### config.mk
export PLATFORM = sky130hd
export DESIGN_NAME = gpio_irq_bank
export DESIGN_NICKNAME = d
export VERILOG_FILES = /design/src/rtl/gpio_bank_pkg.sv /design/src/rtl/gpio_in_sync.sv /design/src/rtl/gpio_evt_status.sv /design/src/rtl/gpio_bus_regs.sv /design/src/rtl/gpio_irq_bank.sv
export SDC_FILE = /design/constraint.sdc
export NUM_CORES = 1
export LEC_CHECK = 0
export BUFFER_PORTS_ARGS = -buffer_cell sky130_fd_sc_hd__clkbuf_2
export CORE_ASPECT_RATIO = 0.75
export CORE_MARGIN = 3
export CORE_UTILIZATION = 50
export DETAILED_ROUTE_END_ITERATION = 7
export PLACE_DENSITY = 0.75
export RECOVER_POWER = 100
export SKIP_LAST_GASP = 1
export SLEW_MARGIN = 20
export SYNTH_ARGS = -nofsm -noshare
export SYNTH_HDL_FRONTEND = slang
export SYNTH_SLANG_ARGS = --single-unit
### constraint.sdc
create_clock -name clk -period 3.7 [get_ports clk]
set_clock_uncertainty 0.15 [all_clocks]
set_input_delay 0.74 -clock clk [delete_from_list [all_inputs] [get_ports clk]]
set_output_delay 0.74 -clock clk [all_outputs]
set_load 0.01 [all_outputs]
### src/rtl/gpio_bank_pkg.sv
package gpio_bank_pkg;
  localparam int unsigned BANK_PINS   = 32;
  localparam int unsigned BANK_ADDR_W = 12;

  localparam logic [11:0] OFS_ID        = 12'h000;
  localparam logic [11:0] OFS_RAW_A     = 12'h024;
  localparam logic [11:0] OFS_RAW_B     = 12'h028;
  localparam logic [11:0] OFS_PEND_A    = 12'h02C;
  localparam logic [11:0] OFS_PEND_B    = 12'h030;
  localparam logic [11:0] OFS_MSET_A    = 12'h034;
  localparam logic [11:0] OFS_MSET_B    = 12'h038;
  localparam logic [11:0] OFS_MCLR_A    = 12'h03C;
  localparam logic [11:0] OFS_MCLR_B    = 12'h040;
  localparam logic [11:0] OFS_DIR       = 12'h134;
  localparam logic [11:0] OFS_SAMPLE    = 12'h138;
  localparam logic [11:0] OFS_LATCH     = 12'h13C;
  localparam logic [11:0] OFS_WATCH_LO  = 12'h140;
  localparam logic [11:0] OFS_WATCH_HI  = 12'h144;
  localparam logic [11:0] OFS_WATCH_UP  = 12'h148;
  localparam logic [11:0] OFS_WATCH_DN  = 12'h14C;
  localparam logic [11:0] OFS_LATCH_CLR = 12'h190;
  localparam logic [11:0] OFS_LATCH_SET = 12'h194;

  localparam logic [31:0] ID_VALUE = 32'h5060_0801;
endpackage

### src/rtl/gpio_in_sync.sv
module gpio_in_sync #(
  parameter int unsigned W      = 32,
  parameter int unsigned STAGES = 2
) (
  input  logic         clk,
  input  logic         rst_n,
  input  logic [W-1:0] pin_in,
  output logic [W-1:0] cur,
  output logic [W-1:0] prev
);
  logic [W-1:0] chain [STAGES];

  always_ff @(posedge clk or negedge rst_n) begin
    if (!rst_n) chain[0] <= '0;
    else        chain[0] <= pin_in;
  end

  for (genvar k = 1; k < STAGES; k++) begin : g_stage
    always_ff @(posedge clk or negedge rst_n) begin
      if (!rst_n) chain[k] <= '0;
      else        chain[k] <= chain[k-1];
    end
  end

  assign cur = chain[STAGES-1];

  always_ff @(posedge clk or negedge rst_n) begin
    if (!rst_n) prev <= '0;
    else        prev <= cur;
  end
endmodule

### src/rtl/gpio_evt_status.sv
module gpio_evt_status #(
  parameter int unsigned W = 32
) (
  input  logic         clk,
  input  logic         rst_n,
  input  logic [W-1:0] cur,
  input  logic [W-1:0] prev,
  input  logic [W-1:0] watch_lo,
  input  logic [W-1:0] watch_hi,
  input  logic [W-1:0] watch_up,
  input  logic [W-1:0] watch_dn,
  input  logic [W-1:0] ack,
  input  logic [W-1:0] mask_a,
  input  logic [W-1:0] mask_b,
  output logic [W-1:0] status,
  output logic         irq0,
  output logic         irq1
);
  function automatic logic [W-1:0] find_events(
    input logic [W-1:0] lo, hi, up, dn, now, was);
    return (lo & ~now) | (hi & now) | (up & now & ~was) | (dn & ~now & was);
  endfunction

  function automatic logic any_pending(input logic [W-1:0] st, msk);
    return |(st & msk);
  endfunction

  logic [W-1:0] events;
  assign events = find_events(watch_lo, watch_hi, watch_up, watch_dn, cur, prev);

  always_ff @(posedge clk or negedge rst_n) begin
    if (!rst_n) begin
      status <= '0;
      irq0   <= 1'b0;
      irq1   <= 1'b0;
    end else begin
      status <= (status & ~ack) | events;
      irq0   <= any_pending(status, mask_a);
      irq1   <= any_pending(status, mask_b);
    end
  end

  assert_event_wins_R12: assert property (@(posedge clk) disable iff (!rst_n)
    (events != '0) |=> ((status & $past(events)) == $past(events)));

  assert_ack_clears_R9: assert property (@(posedge clk) disable iff (!rst_n)
    (ack != '0) |=> ((status & $past(ack & ~events)) == '0));

  assert_status_sticky_R8: assert property (@(posedge clk) disable iff (!rst_n)
    1'b1 |=> (($past(status & ~ack) & ~status) == '0));

  assert_line0_follows_R11: assert property (@(posedge clk) disable iff (!rst_n)
    1'b1 |=> (irq0 == $past(|(status & mask_a))));

  assert_line1_follows_R11: assert property (@(posedge clk) disable iff (!rst_n)
    1'b1 |=> (irq1 == $past(|(status & mask_b))));
endmodule

### src/rtl/gpio_bus_regs.sv
module gpio_bus_regs
  import gpio_bank_pkg::*;
#(
  parameter int unsigned W      = 32,
  parameter int unsigned ADDR_W = 12
) (
  input  logic              clk,
  input  logic              rst_n,
  input  logic [ADDR_W-1:0] addr,
  input  logic              we,
  input  logic [W-1:0]      wdata,
  input  logic [W-1:0]      cur,
  input  logic [W-1:0]      status,
  output logic [W-1:0]      rdata,
  output logic [W-1:0]      dir_n,
  output logic [W-1:0]      latch,
  output logic [W-1:0]      watch_lo,
  output logic [W-1:0]      watch_hi,
  output logic [W-1:0]      watch_up,
  output logic [W-1:0]      watch_dn,
  output logic [W-1:0]      mask_a,
  output logic [W-1:0]      mask_b,
  output logic [W-1:0]      ack
);
  function automatic logic hit(input logic [ADDR_W-1:0] a, input logic [11:0] ofs);
    return a == ADDR_W'(ofs);
  endfunction

  function automatic logic [W-1:0] w1_update(
    input logic [W-1:0] old, input logic [W-1:0] d, input logic do_set, input logic do_clr);
    logic [W-1:0] r;
    r = old;
    if (do_set) r = r | d;
    if (do_clr) r = r & ~d;
    return r;
  endfunction

  logic wr_dir, wr_latch, wr_lset, wr_lclr;
  logic wr_lo, wr_hi, wr_up, wr_dn;
  logic wr_mset_a, wr_mclr_a, wr_mset_b, wr_mclr_b;
  logic wr_pend;

  assign wr_dir    = we && hit(addr, OFS_DIR);
  assign wr_latch  = we && hit(addr, OFS_LATCH);
  assign wr_lset   = we && hit(addr, OFS_LATCH_SET);
  assign wr_lclr   = we && hit(addr, OFS_LATCH_CLR);
  assign wr_lo     = we && hit(addr, OFS_WATCH_LO);
  assign wr_hi     = we && hit(addr, OFS_WATCH_HI);
  assign wr_up     = we && hit(addr, OFS_WATCH_UP);
  assign wr_dn     = we && hit(addr, OFS_WATCH_DN);
  assign wr_mset_a = we && hit(addr, OFS_MSET_A);
  assign wr_mclr_a = we && hit(addr, OFS_MCLR_A);
  assign wr_mset_b = we && hit(addr, OFS_MSET_B);
  assign wr_mclr_b = we && hit(addr, OFS_MCLR_B);
  assign wr_pend   = we && (hit(addr, OFS_PEND_A) || hit(addr, OFS_PEND_B));

  assign ack = wr_pend ? wdata : '0;

  always_ff @(posedge clk or negedge rst_n) begin
    if (!rst_n) begin
      dir_n    <= '1;
      latch    <= '0;
      watch_lo <= '0;
      watch_hi <= '0;
      watch_up <= '0;
      watch_dn <= '0;
      mask_a   <= '0;
      mask_b   <= '0;
    end else begin
      if (wr_dir) dir_n <= wdata;
      if (wr_latch) latch <= wdata;
      else          latch <= w1_update(latch, wdata, wr_lset, wr_lclr);
      if (wr_lo) watch_lo <= wdata;
      if (wr_hi) watch_hi <= wdata;
      if (wr_up) watch_up <= wdata;
      if (wr_dn) watch_dn <= wdata;
      mask_a <= w1_update(mask_a, wdata, wr_mset_a, wr_mclr_a);
      mask_b <= w1_update(mask_b, wdata, wr_mset_b, wr_mclr_b);
    end
  end

  always_comb begin
    rdata = '0;
    if      (hit(addr, OFS_ID))                               rdata = W'(ID_VALUE);
    else if (hit(addr, OFS_RAW_A) || hit(addr, OFS_RAW_B))    rdata = status;
    else if (hit(addr, OFS_PEND_A))                           rdata = status & mask_a;
    else if (hit(addr, OFS_PEND_B))                           rdata = status & mask_b;
    else if (hit(addr, OFS_MSET_A) || hit(addr, OFS_MCLR_A))  rdata = mask_a;
    else if (hit(addr, OFS_MSET_B) || hit(addr, OFS_MCLR_B))  rdata = mask_b;
    else if (hit(addr, OFS_DIR))                              rdata = dir_n;
    else if (hit(addr, OFS_SAMPLE))                           rdata = cur;
    else if (hit(addr, OFS_LATCH))                            rdata = latch;
    else if (hit(addr, OFS_WATCH_LO))                         rdata = watch_lo;
    else if (hit(addr, OFS_WATCH_HI))                         rdata = watch_hi;
    else if (hit(addr, OFS_WATCH_UP))                         rdata = watch_up;
    else if (hit(addr, OFS_WATCH_DN))                         rdata = watch_dn;
  end

  assert_latch_set_R5: assert property (@(posedge clk) disable iff (!rst_n)
    wr_lset |=> ((latch & $past(wdata)) == $past(wdata)));

  assert_latch_clr_R5: assert property (@(posedge clk) disable iff (!rst_n)
    wr_lclr |=> ((latch & $past(wdata)) == '0));

  assert_mask_set_R10: assert property (@(posedge clk) disable iff (!rst_n)
    wr_mset_a |=> ((mask_a & $past(wdata)) == $past(wdata)));

  assert_mask_keep_R10: assert property (@(posedge clk) disable iff (!rst_n)
    !(wr_mset_b || wr_mclr_b) |=> $stable(mask_b));
endmodule

### src/rtl/gpio_irq_bank.sv
module gpio_irq_bank
  import gpio_bank_pkg::*;
#(
  parameter int unsigned NUM_PINS = BANK_PINS,
  parameter int unsigned ADDR_W   = BANK_ADDR_W,
  parameter int unsigned SYNC_STG = 2
) (
  input  logic                clk,
  input  logic                rst_n,
  input  logic [ADDR_W-1:0]   bus_addr,
  input  logic                bus_we,
  input  logic [NUM_PINS-1:0] bus_wdata,
  output logic [NUM_PINS-1:0] bus_rdata,
  input  logic [NUM_PINS-1:0] pin_in,
  output logic [NUM_PINS-1:0] pin_out,
  output logic [NUM_PINS-1:0] pin_oe_n,
  output logic                irq0,
  output logic                irq1
);
  logic [NUM_PINS-1:0] cur, prev, status, ack;
  logic [NUM_PINS-1:0] watch_lo, watch_hi, watch_up, watch_dn, mask_a, mask_b;

  gpio_in_sync #(.W(NUM_PINS), .STAGES(SYNC_STG)) u_sync (
    .clk(clk), .rst_n(rst_n), .pin_in(pin_in), .cur(cur), .prev(prev)
  );

  gpio_bus_regs #(.W(NUM_PINS), .ADDR_W(ADDR_W)) u_regs (
    .clk(clk), .rst_n(rst_n), .addr(bus_addr), .we(bus_we), .wdata(bus_wdata),
    .cur(cur), .status(status), .rdata(bus_rdata), .dir_n(pin_oe_n), .latch(pin_out),
    .watch_lo(watch_lo), .watch_hi(watch_hi), .watch_up(watch_up), .watch_dn(watch_dn),
    .mask_a(mask_a), .mask_b(mask_b), .ack(ack)
  );

  gpio_evt_status #(.W(NUM_PINS)) u_evt (
    .clk(clk), .rst_n(rst_n), .cur(cur), .prev(prev),
    .watch_lo(watch_lo), .watch_hi(watch_hi), .watch_up(watch_up), .watch_dn(watch_dn),
    .ack(ack), .mask_a(mask_a), .mask_b(mask_b),
    .status(status), .irq0(irq0), .irq1(irq1)
  );

  assert_rev_readonly_R2: assert property (@(posedge clk) disable iff (!rst_n)
    (bus_addr == ADDR_W'(OFS_ID)) |-> (bus_rdata == NUM_PINS'(ID_VALUE)));
endmodule

==> impl_metrics.csv, run 1 <==
group,metric,value,unit
outcome,outcome,"complete, but fails checks",
outcome,failed_checks,"capacitance limit, slew limit, setup timing",
clocking,cts_buffer_depth,3,
floorplanning,die_h,170,um
cells_and_area,final_util,60.7,%
place,place_ws,-0.153,ns
timing,fin_hold_ws,0.136,ns
cells_and_area,antenna_cells,0,
timing,fin_crit_sh,100,%
place,portBuffers,176,
floorplanning,die_x,225,um
flow_run,max-cap-violations,1,
floorplanning,num_rows,59,
pwr,ir_worst_vdd,0.284,mV
min_path,whs_endpoint,"u_sync.chain[38]",
worst_setup_path,critPathArrivalTime,2.81,ns
place,hpwl,39700,um
cells_and_area,stdcell_area,0.0213,mm2
floorplanning,ios,177,
clocking,cts_tree,"yes",
clocking,cts_max_level,2,
worst_setup_path,critPathKind,"input port to output pin",
cells_and_area,fillerInstances,2865,
yosys,syn_nets,1729,
detailed_routing,post_drt_wl_per_cell,25.3,um
worst_setup_path,path_cells,"buf_2 > buf_4 > nand4bb_1 > buf_4 > nor2_1 > a22o_1 > o21ai_0 > a221oi_1 > a221o_1 > clkbuf_2",
yosys,syn_area_per_cell,10.9,um2
cells_and_area,fin_cells,2340,
cells_and_area,area_growth,18.4,%
yosys,yosys.area.top_type,"dfrtp_1",
yosys,yosysWarnings,0,
worst_setup_path,start_kind,"input port",
timing,period_minus_slack,3.70,ns
cells_and_area,final_common_cell,"dfrtp_1",
yosys,synth-seq-cells,386,
global_routing,grt_first_pass_wirelength,89700,um
timing,maxSlewViolCount,85,
min_path,min_path_cells,1,
global_routing,grt_overflow,0,
detailed_routing,viasPerCell,6.53,
detailed_routing,drc,0,
place,post_dp_cell_area,0.0200,mm2
yosys,synthTopCellsByArea,"dfrtp_1, mux2_2, a21oi_1",
yosys,syn_inst,1650,
yosys,synth_top_area_share,49.2,%
timing,rsz0062_at_grt,"true",
detailed_routing,firstDrtPassIters,5,
timing,fmax,0.270,GHz
floorplanning,core-area,0.0351,mm2
worst_setup_path,cp-end-kind,"output pin",
cells_and_area,layout-drive-gt1-share,28.4,%
pwr,power_density,409,mW/mm2
detailed_routing,wirelength,59300,um
timing,timing.final.ws_setup,-0.000683,ns
worst_setup_path,rr_endpoint,"u_evt.irq0",
cells_and_area,nNetsFinal,1932,
clocking,cts.sink_count,386,
yosys,yosys_most_used_dff,"dfrtp_1",
place,gp_congestion,0.995,
clocking,path_clk_slew,0.06,ns
detailed_routing,vias,15300,
worst_setup_path,cp_slowest_cell,"a221oi_1",
yosys,synth_edf_count,0,
worst_setup_path,crit_path_max_fanout,7,
detailed_routing,detail-route-antenna-nets,0,
yosys,netlist_area,0.0180,mm2
worst_setup_path,slowest_delay,0.34,ns
worst_setup_path,r2r_slack,1.46,ns
min_path,hold_start,"pin_in[6]",
min_path,min_path_type,"input port to flip-flop",
global_routing,grt_pass1_vias,14800,
worst_setup_path,r2r_cells,4,
clocking,cts_buffers,39,
floorplanning,initial_utilization,51.3,%
worst_setup_path,cp_common_cell,"buf_4",
timing,tightest_slew,2.16,ns
pwr,p_leak,9.76,nW
worst_setup_path,cp.required,2.81,ns
timing,hold_viol,0,
timing,slew_headroom,-43.7,%
yosys,synth-seq-area-share,53.8,%
yosys,synthArstFlopShare,100,%
global_routing,track_usage,30.4,%
place,dpl.cell_count,2264,
global_routing,antenna_found_initial,1,
detailed_routing,drt_iter0_drc,1765,
timing,setup_viol,1,
floorplanning,design.die.area,0.0384,mm2
clocking,cts_root_buf,"clkbuf_16",
cells_and_area,mostFrequentLayoutCells,"dfrtp_1, a21oi_1, mux2_2, clkbuf_2, nand2_1",
clocking,worstSkewPairLatency,0.55,ns
yosys,synth_cell_types,64,
global_routing,grt_start_max_net_pins,85,
worst max-delay path by stage:
stage                startpoint             to  slack [ns]
detailed placement  bus_addr[4]  bus_rdata[28]       -0.15
global route        bus_addr[5]  bus_rdata[25]       -0.02
global placement    bus_addr[6]  bus_rdata[20]       -0.05
finish              bus_addr[7]  bus_rdata[25]     -0.0007
floorplan           bus_addr[3]  bus_rdata[28]        0.31
CTS                 bus_addr[3]   bus_rdata[9]        0.02
worst max-delay path, delay by kind of cell:
| kind | cells | cell delay, ns |
|---|---|---|
| AOI/OAI and AO/OA | 4 | 0.88 |
| buffers and inverters | 4 | 0.72 |
| and+or+nand+nor | 2 | 0.46 |
synth_stat cells (all sizes together), types with 5 or more instances:
| cell | instances |
|---|---|
| o22ai | 9 |
| a21oi | 281 |
| nor2 | 81 |
| a22o | 7 |
| o211ai | 9 |
| a31oi | 21 |
| nor2b | 8 |
| nand3 | 13 |
| a211oi | 58 |
| o32ai | 15 |
| a22oi | 33 |
| mux2i | 35 |
| mux2 | 175 |
| buf | 55 |
| o221ai | 19 |
| dfrtp | 354 |
| nand2 | 104 |
| a221oi | 23 |
| o21ai | 66 |
| a32oi | 14 |
| mux4 | 5 |
| and2 | 6 |
| or4 | 5 |
| clkbuf | 72 |
| a21o | 48 |
| o21a | 6 |
| inv | 39 |
| dfstp | 32 |
| o2bb2ai | 13 |
cell families (layout without fill, tap and decap cells):
family | Yosys count | count (layout) | share of synthesized area [%]
and+or+nand+nor | 247 | 247 | 6.42
buffers and inverters | 166 | 399 | 3.89
DFF | 386 | 386 | 53.8
AOI/OAI and AO/OA | 636 | 636 | 22.3
muxes | 215 | 215 | 13.5
stage by stage:
step                      power, W  setup TNS [ns]
after floorplan            0.00460               0
after global placement     0.00487          -0.246
after detailed placement   0.00488          -0.358
after CTS                  0.00877               0
after global routing       0.00902         -0.0248
final                      0.00873       -0.000683
report_power, final:
group	total, W	leakage [nW]	switching (W)	internal, W
Combinational	0.000477	4.25	0.000329	0.000148
Sequential	0.00434	4.88	0.0000526	0.00429
Clock	0.00391	0.624	0.00168	0.00223
Total	0.00873	9.76	0.00206	0.00667
layer usage:
| metal | routed length [um] | share of wire, % | vias to the layer above | GRT usage [%] |
|---|---|---|---|---|
| li1 | - | - | 6561 | - |
| met1 | 25800 | 44 | 7672 | 45.5 |
| met2 | 25400 | 43 | 923 | 44.1 |
| met3 | 6380 | 11 | 121 | 7.09 |
| met4 | 1620 | 2.7 | 2 | 9.28 |
| met5 | 13 | 0.022 | - | 0 |
layout make-up:
| cell class | instances | area (um2) | area share, % |
|---|---|---|---|
| clock buffer | 59 | 1150 | 5.39 |
| multi-input combinational | 1098 | 7760 | 36.4 |
| inverter | 39 | 146 | 0.686 |
| timing repair buffer | 289 | 1900 | 8.90 |
| clock inverter | 12 | 114 | 0.534 |
| sequential | 386 | 9700 | 45.5 |
| tap | 457 | 572 | 2.68 |
timing repair:
item / 4_1_cts / 5_1_grt
gates cloned: 1 / 2
hold buffers: 0 / 0
endpoints found under the setup margin: 15 / 25
pin swaps: 0 / 11
endpoints found under the hold margin: 0 / 0
resized for setup: 7 / 33
buffers inserted: 1 / 2
(Power assumes the default switching activity.)
==> run 2: changes to the inputs <==
--- a/config.mk
+++ b/config.mk
@@ -7,13 +7,13 @@
 export LEC_CHECK = 0
 export BUFFER_PORTS_ARGS = -buffer_cell sky130_fd_sc_hd__clkbuf_2
 export CORE_ASPECT_RATIO = 0.75
-export CORE_MARGIN = 3
 export CORE_UTILIZATION = 50
+export CTS_BUF_LIST = sky130_fd_sc_hd__clkbuf_8 sky130_fd_sc_hd__clkbuf_16
 export DETAILED_ROUTE_END_ITERATION = 7
 export PLACE_DENSITY = 0.75
 export RECOVER_POWER = 100
 export SKIP_LAST_GASP = 1
-export SLEW_MARGIN = 20
+export SLEW_MARGIN = 25
 export SYNTH_ARGS = -nofsm -noshare
 export SYNTH_HDL_FRONTEND = slang
 export SYNTH_SLANG_ARGS = --single-unit
==> run 2 against run 1 <==
Effect of this change:
- core utilization is 0.36 points higher
- flip-flop and latch count is the same
- global-route usage rose by 1.9 points
- worst hold slack improved by 0.0040 ns
- first-iteration DRC count rose by 15%
- sequential power barely moved
- sequential share of layout area down 0.17 points
- die area shrank 4.1%
- final cell count grew 0.90%
- the run ends with DRC, capacitance limit, slew limit left
==> impl_metrics.csv, run 2 (synthesis results as in run 1) <==
group,metric,value,unit
outcome,outcome,"complete, but fails checks",
outcome,failed_checks,"DRC, capacitance limit, slew limit",
min_path,min_path_cells,1,
worst_setup_path,cp-end-kind,"output pin",
worst_setup_path,critPathKind,"input port to output pin",
min_path,hold_start,"pin_in[10]",
pwr,combPwrFrac,5.5,%
worst_setup_path,critPathArrivalTime,2.77,ns
cells_and_area,stdcell_area,0.0214,mm2
clocking,cts_root_buf,"clkbuf_16",
timing,fin_crit_sh,98.8,%
clocking,cts_buffers,39,
worst_setup_path,path_cells,"clkbuf_2 > buf_4 > nor4_2 > buf_4 > nand2_1 > buf_4 > o2bb2ai_1 > a31oi_1 > o311ai_2 > buf_4 > clkbuf_2",
cells_and_area,final_common_cell,"dfrtp_1",
clocking,worstSkewPairLatency,0.55,ns
floorplanning,initial_utilization,51.4,%
global_routing,grt_overflow,0,
flow_run,max-cap-violations,2,
pwr,p_sw,0.00208,W
global_routing,grt_pass1_vias,15200,
clocking,path_clk_slew,0.06,ns
timing,hold_viol,0,
global_routing,track_usage,32.2,%
timing,period_minus_slack,3.66,ns
min_path,min_path_type,"input port to flip-flop",
cells_and_area,mostFrequentLayoutCells,"dfrtp_1, a21oi_1, mux2_2, clkbuf_2, nand2_1",
cells_and_area,nNetsFinal,1953,
floorplanning,die_x,221,um
global_routing,grt_first_pass_wirelength,91400,um
clocking,cts_max_level,2,
place,portBuffers,176,
detailed_routing,drt_iter0_drc,2030,
detailed_routing,vias,15200,
floorplanning,ios,177,
clocking,cts_buffer_depth,3,
pwr,clkPwrFrac,45.5,%
global_routing,antenna_found_initial,2,
detailed_routing,detail-route-antenna-nets,0,
timing,fmax,0.273,GHz
floorplanning,die_h,166,um
cells_and_area,area_growth,18.9,%
worst_setup_path,start_kind,"input port",
detailed_routing,post_drt_wl_per_cell,25.1,um
detailed_routing,wirelength,59300,um
pwr,p_leak,9.83,nW
timing,maxSlewViolCount,115,
worst_setup_path,rr_endpoint,"u_evt.irq0",
cells_and_area,antenna_cells,0,
worst_setup_path,r2r_cells,4,
place,post_dp_cell_area,0.0201,mm2
place,place_ws,-0.104,ns
clocking,cts_tree,"yes",
clocking,cts.sink_count,386,
timing,timing.final.ws_setup,0.0431,ns
min_path,whs_endpoint,"u_sync.chain[42]",
timing,slew_headroom,-53.7,%
pwr,power.internal,0.00679,W
detailed_routing,firstDrtPassIters,8,
worst_setup_path,cp_common_cell,"buf_4",
timing,rsz0062_at_grt,"true",
pwr,pwr-share-seq,49.0,%
timing,setup_viol,0,
worst_setup_path,cp.required,2.81,ns
detailed_routing,viasPerCell,6.45,
place,gp_congestion,0.983,
floorplanning,design.die.area,0.0368,mm2
pwr,power_density,414,mW/mm2
place,hpwl,40200,um
worst_setup_path,cp_slowest_cell,"o311ai_2",
detailed_routing,topRoutingLayerUsed,"met5",
pwr,ir_worst_vdd,0.343,mV
worst_setup_path,slowest_delay,0.33,ns
floorplanning,core-area,0.0351,mm2
detailed_routing,wl_met3,5620,um
global_routing,grt_start_max_net_pins,85,
detailed_routing,wl_met2,25600,um
detailed_routing,wl_met1,26200,um
worst_setup_path,crit_path_max_fanout,7,
timing,tightest_slew,2.31,ns
pwr,swShare,23.4,%
floorplanning,num_rows,59,
cells_and_area,layout-drive-gt1-share,27.0,%
detailed_routing,drc,2,
worst_setup_path,r2r_slack,1.49,ns
cells_and_area,fillerInstances,2806,
==> run 2: per-layer routing <==
layer,GRT usage [%],up-vias
met4,10.3,4
met5,0,-
met2,47.7,873
met3,7.20,150
met1,47.2,7595
li1,-,6601
==> run 2: worst max-delay path: cells and delay by family <==
family	cells	cell delay (ns)
compound gates	3	0.61
buf+inv	6	0.99
simple gates	2	0.42
==> run 2: area by class of cell <==
type / instances / area, um2 / share of cell area, %
inverters: 39 / 146 / 0.683
well taps: 457 / 572 / 2.67
flip-flops and latches: 386 / 9700 / 45.3
repair buffers: 310 / 1910 / 8.90
clock inverters: 20 / 169 / 0.789
multi-input cells: 1098 / 7770 / 36.3
clock buffers: 51 / 1150 / 5.38
==> run 2: worst max path at each step <==
stage | depth (start not counted) | slack [ns] | startpoint | end
global route | 11 | -0.02 | bus_addr[11] | bus_rdata[30]
finish | 11 | 0.04 | bus_addr[11] | bus_rdata[30]
global placement | 9 | -0.13 | bus_addr[3] | bus_rdata[31]
CTS | 11 | -0.001 | bus_addr[4] | bus_rdata[8]
floorplan | 7 | 0.31 | bus_addr[3] | bus_rdata[28]
detailed placement | 11 | -0.10 | bus_addr[3] | bus_rdata[30]
==> run 2: repair_timing <==
| action | 4_1_cts | 5_1_grt |
|---|---|---|
| setup buffers | 1 | 4 |
| hold buffers | 0 | 0 |
| pin swaps | 1 | 6 |
| gates resized for setup | 13 | 34 |
| setup endpoints to repair | 13 | 25 |
| gates cloned | 1 | 1 |
==> run 2: per-stage QoR <==
step,utilization (%),hold WS [ns],setup TNS [ns],power [W],instances
after global routing,61.1,0.123,-0.0566,0.00914,2361
after detailed placement,57.2,0.185,-0.388,0.00489,2284
final,61.1,0.140,0,0.00887,2361
after floorplan,-,0.181,0,0.00460,1650
after CTS,61.3,0.0709,-0.00112,0.00891,2357
after global placement,57.2,0.182,-0.445,0.00488,2284
==> run 2: power groups by stage <==
stage	clock network, W	logic [W]	registers [W]
finish	0.00403	0.000491	0.00434
global placement	0	0.000466	0.00441
floorplan	0	0.000199	0.00440
global route	0.00426	0.000536	0.00434
detailed placement	0	0.000475	0.00442
CTS	0.00409	0.000483	0.00434
